==> config.mk <==
export PLATFORM = sky130hd
export DESIGN_NAME = lsu_lane_align
export DESIGN_NICKNAME = d
export VERILOG_FILES = /design/src/rtl/lsu_pkg.sv /design/src/rtl/lsu_addr_gen.sv /design/src/rtl/lsu_width_decode.sv /design/src/rtl/lsu_store_lane.sv /design/src/rtl/lsu_load_extract.sv /design/src/rtl/lsu_lane_align.sv
export SDC_FILE = /design/constraint.sdc
export NUM_CORES = 1
export LEC_CHECK = 0
export ABC_CLOCK_PERIOD_IN_PS = 3200
export BUFFER_PORTS_ARGS = -buffer_cell sky130_fd_sc_hd__buf_2
export CAP_MARGIN = 20
export CELL_PAD_IN_SITES_DETAIL_PLACEMENT = 1
export CELL_PAD_IN_SITES_GLOBAL_PLACEMENT = 1
export CORE_AREA = 3 3 96 135
export DETAILED_ROUTE_END_ITERATION = 8
export DIE_AREA = 0 0 99 138
export PLACE_DENSITY = 0.76
export SLEW_MARGIN = 20
export SYNTH_ARGS = -nofsm -noshare
export SYNTH_HDL_FRONTEND = slang
export SYNTH_HIERARCHICAL = 1
export SYNTH_SLANG_ARGS = --single-unit
==> constraint.sdc <==
create_clock -name vclk -period 3.2
set_input_delay 0.48 -clock vclk [all_inputs]
set_output_delay 0.48 -clock vclk [all_outputs]
set_load 0.005 [all_outputs]
==> src/rtl/lsu_pkg.sv <==
package lsu_pkg;
  localparam int DATA_W = 32;
  localparam int LANES  = DATA_W / 8;
  localparam int LANE_W = $clog2(LANES);

  typedef enum logic [1:0] {
    ACC_BYTE = 2'd0,
    ACC_HALF = 2'd1,
    ACC_WORD = 2'd2
  } acc_size_e;
endpackage

==> src/rtl/lsu_addr_gen.sv <==
module lsu_addr_gen
  import lsu_pkg::*;
#(
  parameter int ADDR_W = 32,
  parameter int OFF_W  = 12
) (
  input  logic [ADDR_W-1:0] base_addr,
  input  logic [OFF_W-1:0]  offset,
  output logic [ADDR_W-1:0] word_addr,
  output logic [LANE_W-1:0] lane
);
  localparam int EXT_W = ADDR_W - OFF_W;

  logic [ADDR_W-1:0] off_ext;
  logic [ADDR_W-1:0] eff_addr;

  always_comb begin
    off_ext   = {{EXT_W{offset[OFF_W-1]}}, offset};
    eff_addr  = base_addr + off_ext;
    word_addr = {eff_addr[ADDR_W-1:LANE_W], {LANE_W{1'b0}}};
    lane      = eff_addr[LANE_W-1:0];
  end
endmodule

==> src/rtl/lsu_width_decode.sv <==
module lsu_width_decode
  import lsu_pkg::*;
(
  input  logic [2:0]        size_code,
  input  logic              op_is_store,
  input  logic [LANE_W-1:0] lane,
  output acc_size_e         acc_size,
  output logic              zero_ext,
  output logic              illegal,
  output logic              misaligned
);
  logic code_bad;

  always_comb begin
    acc_size = ACC_BYTE;
    zero_ext = 1'b0;
    code_bad = 1'b0;
    case (size_code)
      3'd0: acc_size = ACC_BYTE;
      3'd1: acc_size = ACC_HALF;
      3'd2: acc_size = ACC_WORD;
      3'd4: begin acc_size = ACC_BYTE; zero_ext = 1'b1; end
      3'd5: begin acc_size = ACC_HALF; zero_ext = 1'b1; end
      default: code_bad = 1'b1;
    endcase
    // unsigned variants name no store
    illegal = code_bad | (op_is_store & size_code[2]);

    misaligned = 1'b0;
    if (!illegal) begin
      if (acc_size == ACC_HALF) misaligned = lane[0];
      else if (acc_size == ACC_WORD) misaligned = |lane;
    end
  end
endmodule

==> src/rtl/lsu_store_lane.sv <==
module lsu_store_lane
  import lsu_pkg::*;
(
  input  acc_size_e         acc_size,
  input  logic [LANE_W-1:0] lane,
  input  logic              access_ok,
  input  logic [DATA_W-1:0] store_data,
  output logic [LANES-1:0]  byte_en,
  output logic [DATA_W-1:0] mem_wdata
);
  logic [LANES-1:0] shape;

  always_comb begin
    case (acc_size)
      ACC_BYTE: shape = {{(LANES-1){1'b0}}, 1'b1} << lane;
      ACC_HALF: shape = {{(LANES-2){1'b0}}, 2'b11} << {lane[LANE_W-1:1], 1'b0};
      default:  shape = {LANES{1'b1}};
    endcase
    byte_en = access_ok ? shape : '0;
  end

  for (genvar i = 0; i < LANES; i++) begin : g_lane
    assign mem_wdata[8*i +: 8] =
      (acc_size == ACC_BYTE) ? store_data[7:0] :
      (acc_size == ACC_HALF) ? store_data[8*(i%2) +: 8] :
                               store_data[8*i +: 8];
  end
endmodule

==> src/rtl/lsu_load_extract.sv <==
module lsu_load_extract
  import lsu_pkg::*;
(
  input  acc_size_e         acc_size,
  input  logic [LANE_W-1:0] lane,
  input  logic              zero_ext,
  input  logic              access_ok,
  input  logic [DATA_W-1:0] mem_rdata,
  output logic [DATA_W-1:0] load_result
);
  logic [DATA_W-1:0] shifted;
  logic [7:0]        sel_b;
  logic [15:0]       sel_h;
  logic              fill;

  always_comb begin
    shifted = mem_rdata >> {lane, 3'b000};
    sel_b   = shifted[7:0];
    sel_h   = shifted[15:0];
    case (acc_size)
      ACC_BYTE: begin
        fill        = ~zero_ext & sel_b[7];
        load_result = {{(DATA_W-8){fill}}, sel_b};
      end
      ACC_HALF: begin
        fill        = ~zero_ext & sel_h[15];
        load_result = {{(DATA_W-16){fill}}, sel_h};
      end
      default: begin
        fill        = 1'b0;
        load_result = mem_rdata;
      end
    endcase
    if (!access_ok) load_result = '0;
  end
endmodule

==> src/rtl/lsu_lane_align.sv <==
module lsu_lane_align
  import lsu_pkg::*;
#(
  parameter int ADDR_W = 32,
  parameter int OFF_W  = 12
) (
  input  logic              op_is_store,
  input  logic [2:0]        size_code,
  input  logic [ADDR_W-1:0] base_addr,
  input  logic [OFF_W-1:0]  offset,
  input  logic [31:0]       store_data,
  input  logic [31:0]       mem_rdata,
  output logic [ADDR_W-1:0] mem_addr,
  output logic [3:0]        byte_en,
  output logic [31:0]       mem_wdata,
  output logic [31:0]       load_result,
  output logic              misaligned,
  output logic              illegal
);
  logic [LANE_W-1:0] lane;
  acc_size_e         acc_size;
  logic              zero_ext;
  logic              access_ok;

  lsu_addr_gen #(.ADDR_W(ADDR_W), .OFF_W(OFF_W)) u_addr (
    .base_addr (base_addr),
    .offset    (offset),
    .word_addr (mem_addr),
    .lane      (lane)
  );

  lsu_width_decode u_dec (
    .size_code   (size_code),
    .op_is_store (op_is_store),
    .lane        (lane),
    .acc_size    (acc_size),
    .zero_ext    (zero_ext),
    .illegal     (illegal),
    .misaligned  (misaligned)
  );

  assign access_ok = ~illegal & ~misaligned;

  lsu_store_lane u_st (
    .acc_size   (acc_size),
    .lane       (lane),
    .access_ok  (access_ok),
    .store_data (store_data),
    .byte_en    (byte_en),
    .mem_wdata  (mem_wdata)
  );

  lsu_load_extract u_ld (
    .acc_size    (acc_size),
    .lane        (lane),
    .zero_ext    (zero_ext),
    .access_ok   (access_ok),
    .mem_rdata   (mem_rdata),
    .load_result (load_result)
  );
endmodule

; Word-level counts from Yosys, hierarchy flattened
; Cells that the tools add are included.
[totals]
reg_bits = 0
input_bits = 112
[op_classes]
add_sub_neg = 1
eq_ne = 6
shift = 3
n_mux = 15
bitwise_logic = 8
reduce_logical = 6
[op_table]
columns = cell, n
row1 = $pmux 32 s2, 1
row2 = $mux 8, 5
row3 = $add 32x32->32, 1
row4 = $mux 32, 1
row5 = $shr 32x5->16, 1
row6 = $pmux 4 s2, 1
row7 = $eq 3x3->1 const B, 2
row8 = $reduce_or 2->1, 3
row9 = $mux 1, 5
row10 = $reduce_or 5->1, 1
row11 = $and 1x1->1, 4
row12 = $mux 4, 1
row13 = $pmux 2 s2, 1
row14 = $shl 1x2->4 const A, 1
row15 = $shl 2x2->4 const A, 1
row16 = $eq 3x1->1 const B, 1
row17 = $eq 3x2->1 const B, 1
row18 = $logic_not 3->1, 1
row19 = $not 1->1, 3
row20 = $eq 2x1->1 const B, 1
row21 = $eq 2x2->1 const B, 1
row22 = $logic_not 2->1, 1
row23 = $or 1x1->1, 1

; Longest topological paths before layout
[depth]
depth_word = 10
mapped_depth = 10
ltp_nobuf = 10

; Hierarchy
; The synthesis kept the hierarchy.
[modules_own_cells]
columns = module, n_inst, cells_each, area_per_inst_um2, seq_area_each_um2
row1 = lsu_addr_gen, 1, 224, 1620.3, 0.0
row2 = lsu_load_extract, 1, 128, 869.6, 0.0
row3 = lsu_store_lane, 1, 64, 514.2, 0.0
row4 = lsu_width_decode, 1, 9, 63.8, 0.0
row5 = lsu_lane_align, 1, 1, 3.8, 0.0

; Least setup slack after synthesis
; No wires, ideal clock.
[synth_path]
path_kind = in2out
startpoint = in offset[0]
endpoint = out load_result[10]
arrival_time_ns = 2.816
path_slack_ns = -0.096
stages = 9
n_path_buf = 2
cell_sequence = ha_1 fa_1 a22o_1 nor2_1 buf_4 or3b_1 buf_6 nor3b_4 a31o_1
[synth_via]
elab_chain_len = 8
word_cells_on_any_way = 11
classes_between = add/sub: 1 / shift: 1 / mux: 5 / bitwise: 3 / reduce/logical: 1
[synth_lines]
columns = element, line_no
row1 = "start, declared", lsu_lane_align.sv:10  ; input logic [OFF_W-1:0] offset,
row2 = $add 32x32->32, lsu_addr_gen.sv:19  ; eff_addr = base_addr + off_ext;
row3 = named net lane[1], lsu_lane_align.sv:20  ; logic [LANE_W-1:0] lane;
row4 = $reduce_or 2->1, lsu_width_decode.sv:32  ; else if (acc_size == ACC_WORD) misaligned = |lane;
row5 = $mux 1, lsu_width_decode.sv:32
row6 = $mux 1, lsu_width_decode.sv:31  ; if (acc_size == ACC_HALF) misaligned = lane[0];
row7 = $mux 1, lsu_width_decode.sv:30  ; if (!illegal) begin
row8 = named net misaligned, lsu_lane_align.sv:17  ; output logic misaligned,
row9 = $not 1->1, lsu_lane_align.sv:42  ; assign access_ok = ~illegal & ~misaligned;
row10 = $and 1x1->1, lsu_lane_align.sv:42
row11 = named net access_ok, lsu_lane_align.sv:23  ; logic access_ok;
row12 = $mux 32, lsu_load_extract.sv:34  ; if (!access_ok) load_result = '0;
row13 = "end, declared", lsu_lane_align.sv:16  ; output logic [31:0] load_result,
; The timed path passes the listed nets, and every way through them passes these cells.

; Final worst setup path
[layout_path]
startpoint = in offset[0]
endpoint = out mem_addr[30]
[layout_via]
elab_chain_len = 1
[layout_lines]
columns = element, line_no
row1 = $add 32x32->32, lsu_addr_gen.sv:19
row2 = "end, declared", lsu_lane_align.sv:13  ; output logic [ADDR_W-1:0] mem_addr,
; No other way between the ends.

==> metrics.cfg <==
[worst_setup_path]
arrival_ns = 2.74
path_max_fanout = 3
critPathMaxStageDelay_ns = 0.34
slowest_stage = fa_2
worstPathCellList = buf_6 -> ha_4 -> fa_2 -> a21o_1 -> a221oi_2 -> a221o_2 -> o2111ai_2 -> o211ai_2 -> o21ai_2 -> a221oi_2 -> xnor2_1 -> buf_2
crit_top_cell = a221oi_2
cp-end-kind = output pin
start_kind = input port
critical_path_class = in -> out
cp_data_required_time_ns = 2.72

[sta]
whs_ns = 1.17
slew_viol_final = 0
setup-tns-final_ns = -0.0241
fin_crit_sh_pct = 101
setup_viol = 1
fin_crit_ns = 3.22
timing_hold_violations_final = 0
grt_setup_unrepaired = yes
max_freq_mhz = 310
setup_ws_ns = -0.0241

[place]
postPlaceCellArea_um2 = 4400
io_buffer_count = 212
dpl.cell_count = 787
dp_hpwl_mm = 12.4
place_congestion = 0.896

[synth]
synth_top_area_cell = ha_1
synth_area_um2 = 3070
synth_top_area_share_pct = 12.6
synth_top_family_by_area = compound AO/OA/AOI/OAI gates
synthSimpleGateAreaFrac_pct = 21.1
synth_fa_ha_area_share_pct = 13.3
synth_area_per_cell_um2 = 7.21
synth_cell_types = 65
synth_compound_area_share_pct = 35.4
synth_cells = 426
synth_xor_area_share_pct = 8.84
ys_warn_count = 6
synth_seq_area_share_pct = 0
synth_mux_area_share_pct = 12.5
synthTopCellsByArea = ha_1, nand2_1, mux2_2, o21ai_0, xnor2_1

[run]
drv_cap = 0

[detailed_routing]
drc_errors = 0
vias = 4208
firstDrtPassIters = 4
ant_nets = 0
drt-total-wl_mm = 14.9
vias_per_cell = 5.26
wl_per_cell_um = 18.7
drt_iter0_markers = 177

[grt]
antenna_found_initial = 2
grt_usage_pct = 19.6
grt_pass1_vias = 4546
overflow = 0
grt_pass1_wl_mm = 22.6
grt_max_degree = 32

[outcome]
status = finished with violations
violations = setup timing

[cells_and_area]
final_area_um2 = 4710
final_cells = 800
regArea_um2 = 0
drive_above_1_share_pct = 50.4
syn2layout_area_growth_pct = 53.3
nClkBuffers = 0
fill_cells = 1540
layout.nets = 797
multi_input_area_um2 = 3030
flops_and_latches = 0

[floorplanning]
pin_count = 214
core_area_um2 = 11800
floorplan.die_area_um2 = 13700
die_width_um = 99
die_h_um = 138
initial_core_util_pct = 26.0
core.rowCount = 47

[power_and_ir_drop]
powerDensity_nw_per_um2 = 233
power_leakage_nw = 2.31
ir_drop_uv = 102

[hold_path]
hold_path.class = in -> out

[clock_network]
hold_buffers = 0

## layer usage
layer	GRT usage [%]	vias up	wire length, um
li1	-	2023	-
met1	21.0	1982	5460
met4	4.03	0	429
met3	2.02	29	834
met2	39.8	174	8220
met5	0	-	0
## through the flow
step	setup WS [ns]	util (%)	total power, mW
2_1_floorplan	0.0341	-	0.584
3_3_place_gp	-0.0423	37.2	0.994
3_5_place_dp	-0.164	37.2	1.02
4_1_cts	-0.0566	37.8	1.04
5_1_grt	-0.145	39.8	1.20
6_report	-0.0241	39.8	1.10
## report_power, final
group | switching (mW) | internal, mW | total, mW
clock | 0 | 0.0000000835 | 0.0000000835
sequential | 0 | 0 | 0
combinational | 0.554 | 0.543 | 1.10
total | 0.554 | 0.543 | 1.10
## worst max-delay path: cells and delay by family
family	cells	cell delay, ns
XOR/XNOR	1	0.15
adder cells (fa/ha/maj)	2	0.50
AO/OA/AOI/OAI	7	1.38
buffers and inverters	2	0.23
## worst paths after layout
kind	start	end	slack (ns)	cells after the start
max	offset[0]	mem_addr[30]	-0.02	12
min	store_data[0]	mem_wdata[0]	1.17	2
## synthesized netlist by cell type (7+ instances only)
cell / n
nand3_1: 7
inv_1: 8
buf_4: 13
ha_1: 31
nor2_1: 17
nand2b_1: 7
xnor2_1: 21
nand2_1: 57
a21o_1: 12
o221a_2: 7
xor2_1: 10
o211ai_1: 9
a21oi_1: 35
a2bb2oi_1: 7
mux2_2: 18
nand3b_1: 9
clkbuf_1: 10
o21ai_0: 40
a31o_1: 8
mux2i_1: 16
## layout by cell type, fill, tap and decap left out, drive strengths merged, types with 8 or more instances in the layout
cell and count:
xnor2 21, mux2i 16, a21oi 35, nand2 57
nand3b 9, nor2 19, buf 259, o211ai 10
ha 31, a31o 10, inv 8, o21ai 44
xor2 10, mux2 18, a21o 12
## final cells by class
type | instances | share of cell area, %
well taps | 147 | 3.91
inverters | 9 | 0.717
diodes | 2 | 0.106
repair buffers | 259 | 30.9
multi-input cells | 383 | 64.4
## kinds of logic (layout without fill, tap and decap cells)
group,count (synthesis),after routing
AOI/OAI and AO/OA,157,157
xor gates and xnor gates,31,31
adders and majority gates,32,32
buffers and inverters,44,268
muxes,35,35
other,1,4
and+or+nand+nor,126,126
## what timing repair did
| action | 4_1_cts | 5_1_grt |
|---|---|---|
| buffers inserted | 5 | 7 |
| endpoints found under the hold margin | 0 | 0 |
| resized for setup | 7 | 33 |
| pin swaps | 12 | 16 |
| setup endpoints to repair | 15 | 27 |
| cloned | 0 | 0 |
No activity file was read; power rests on OpenSTA's default activity.
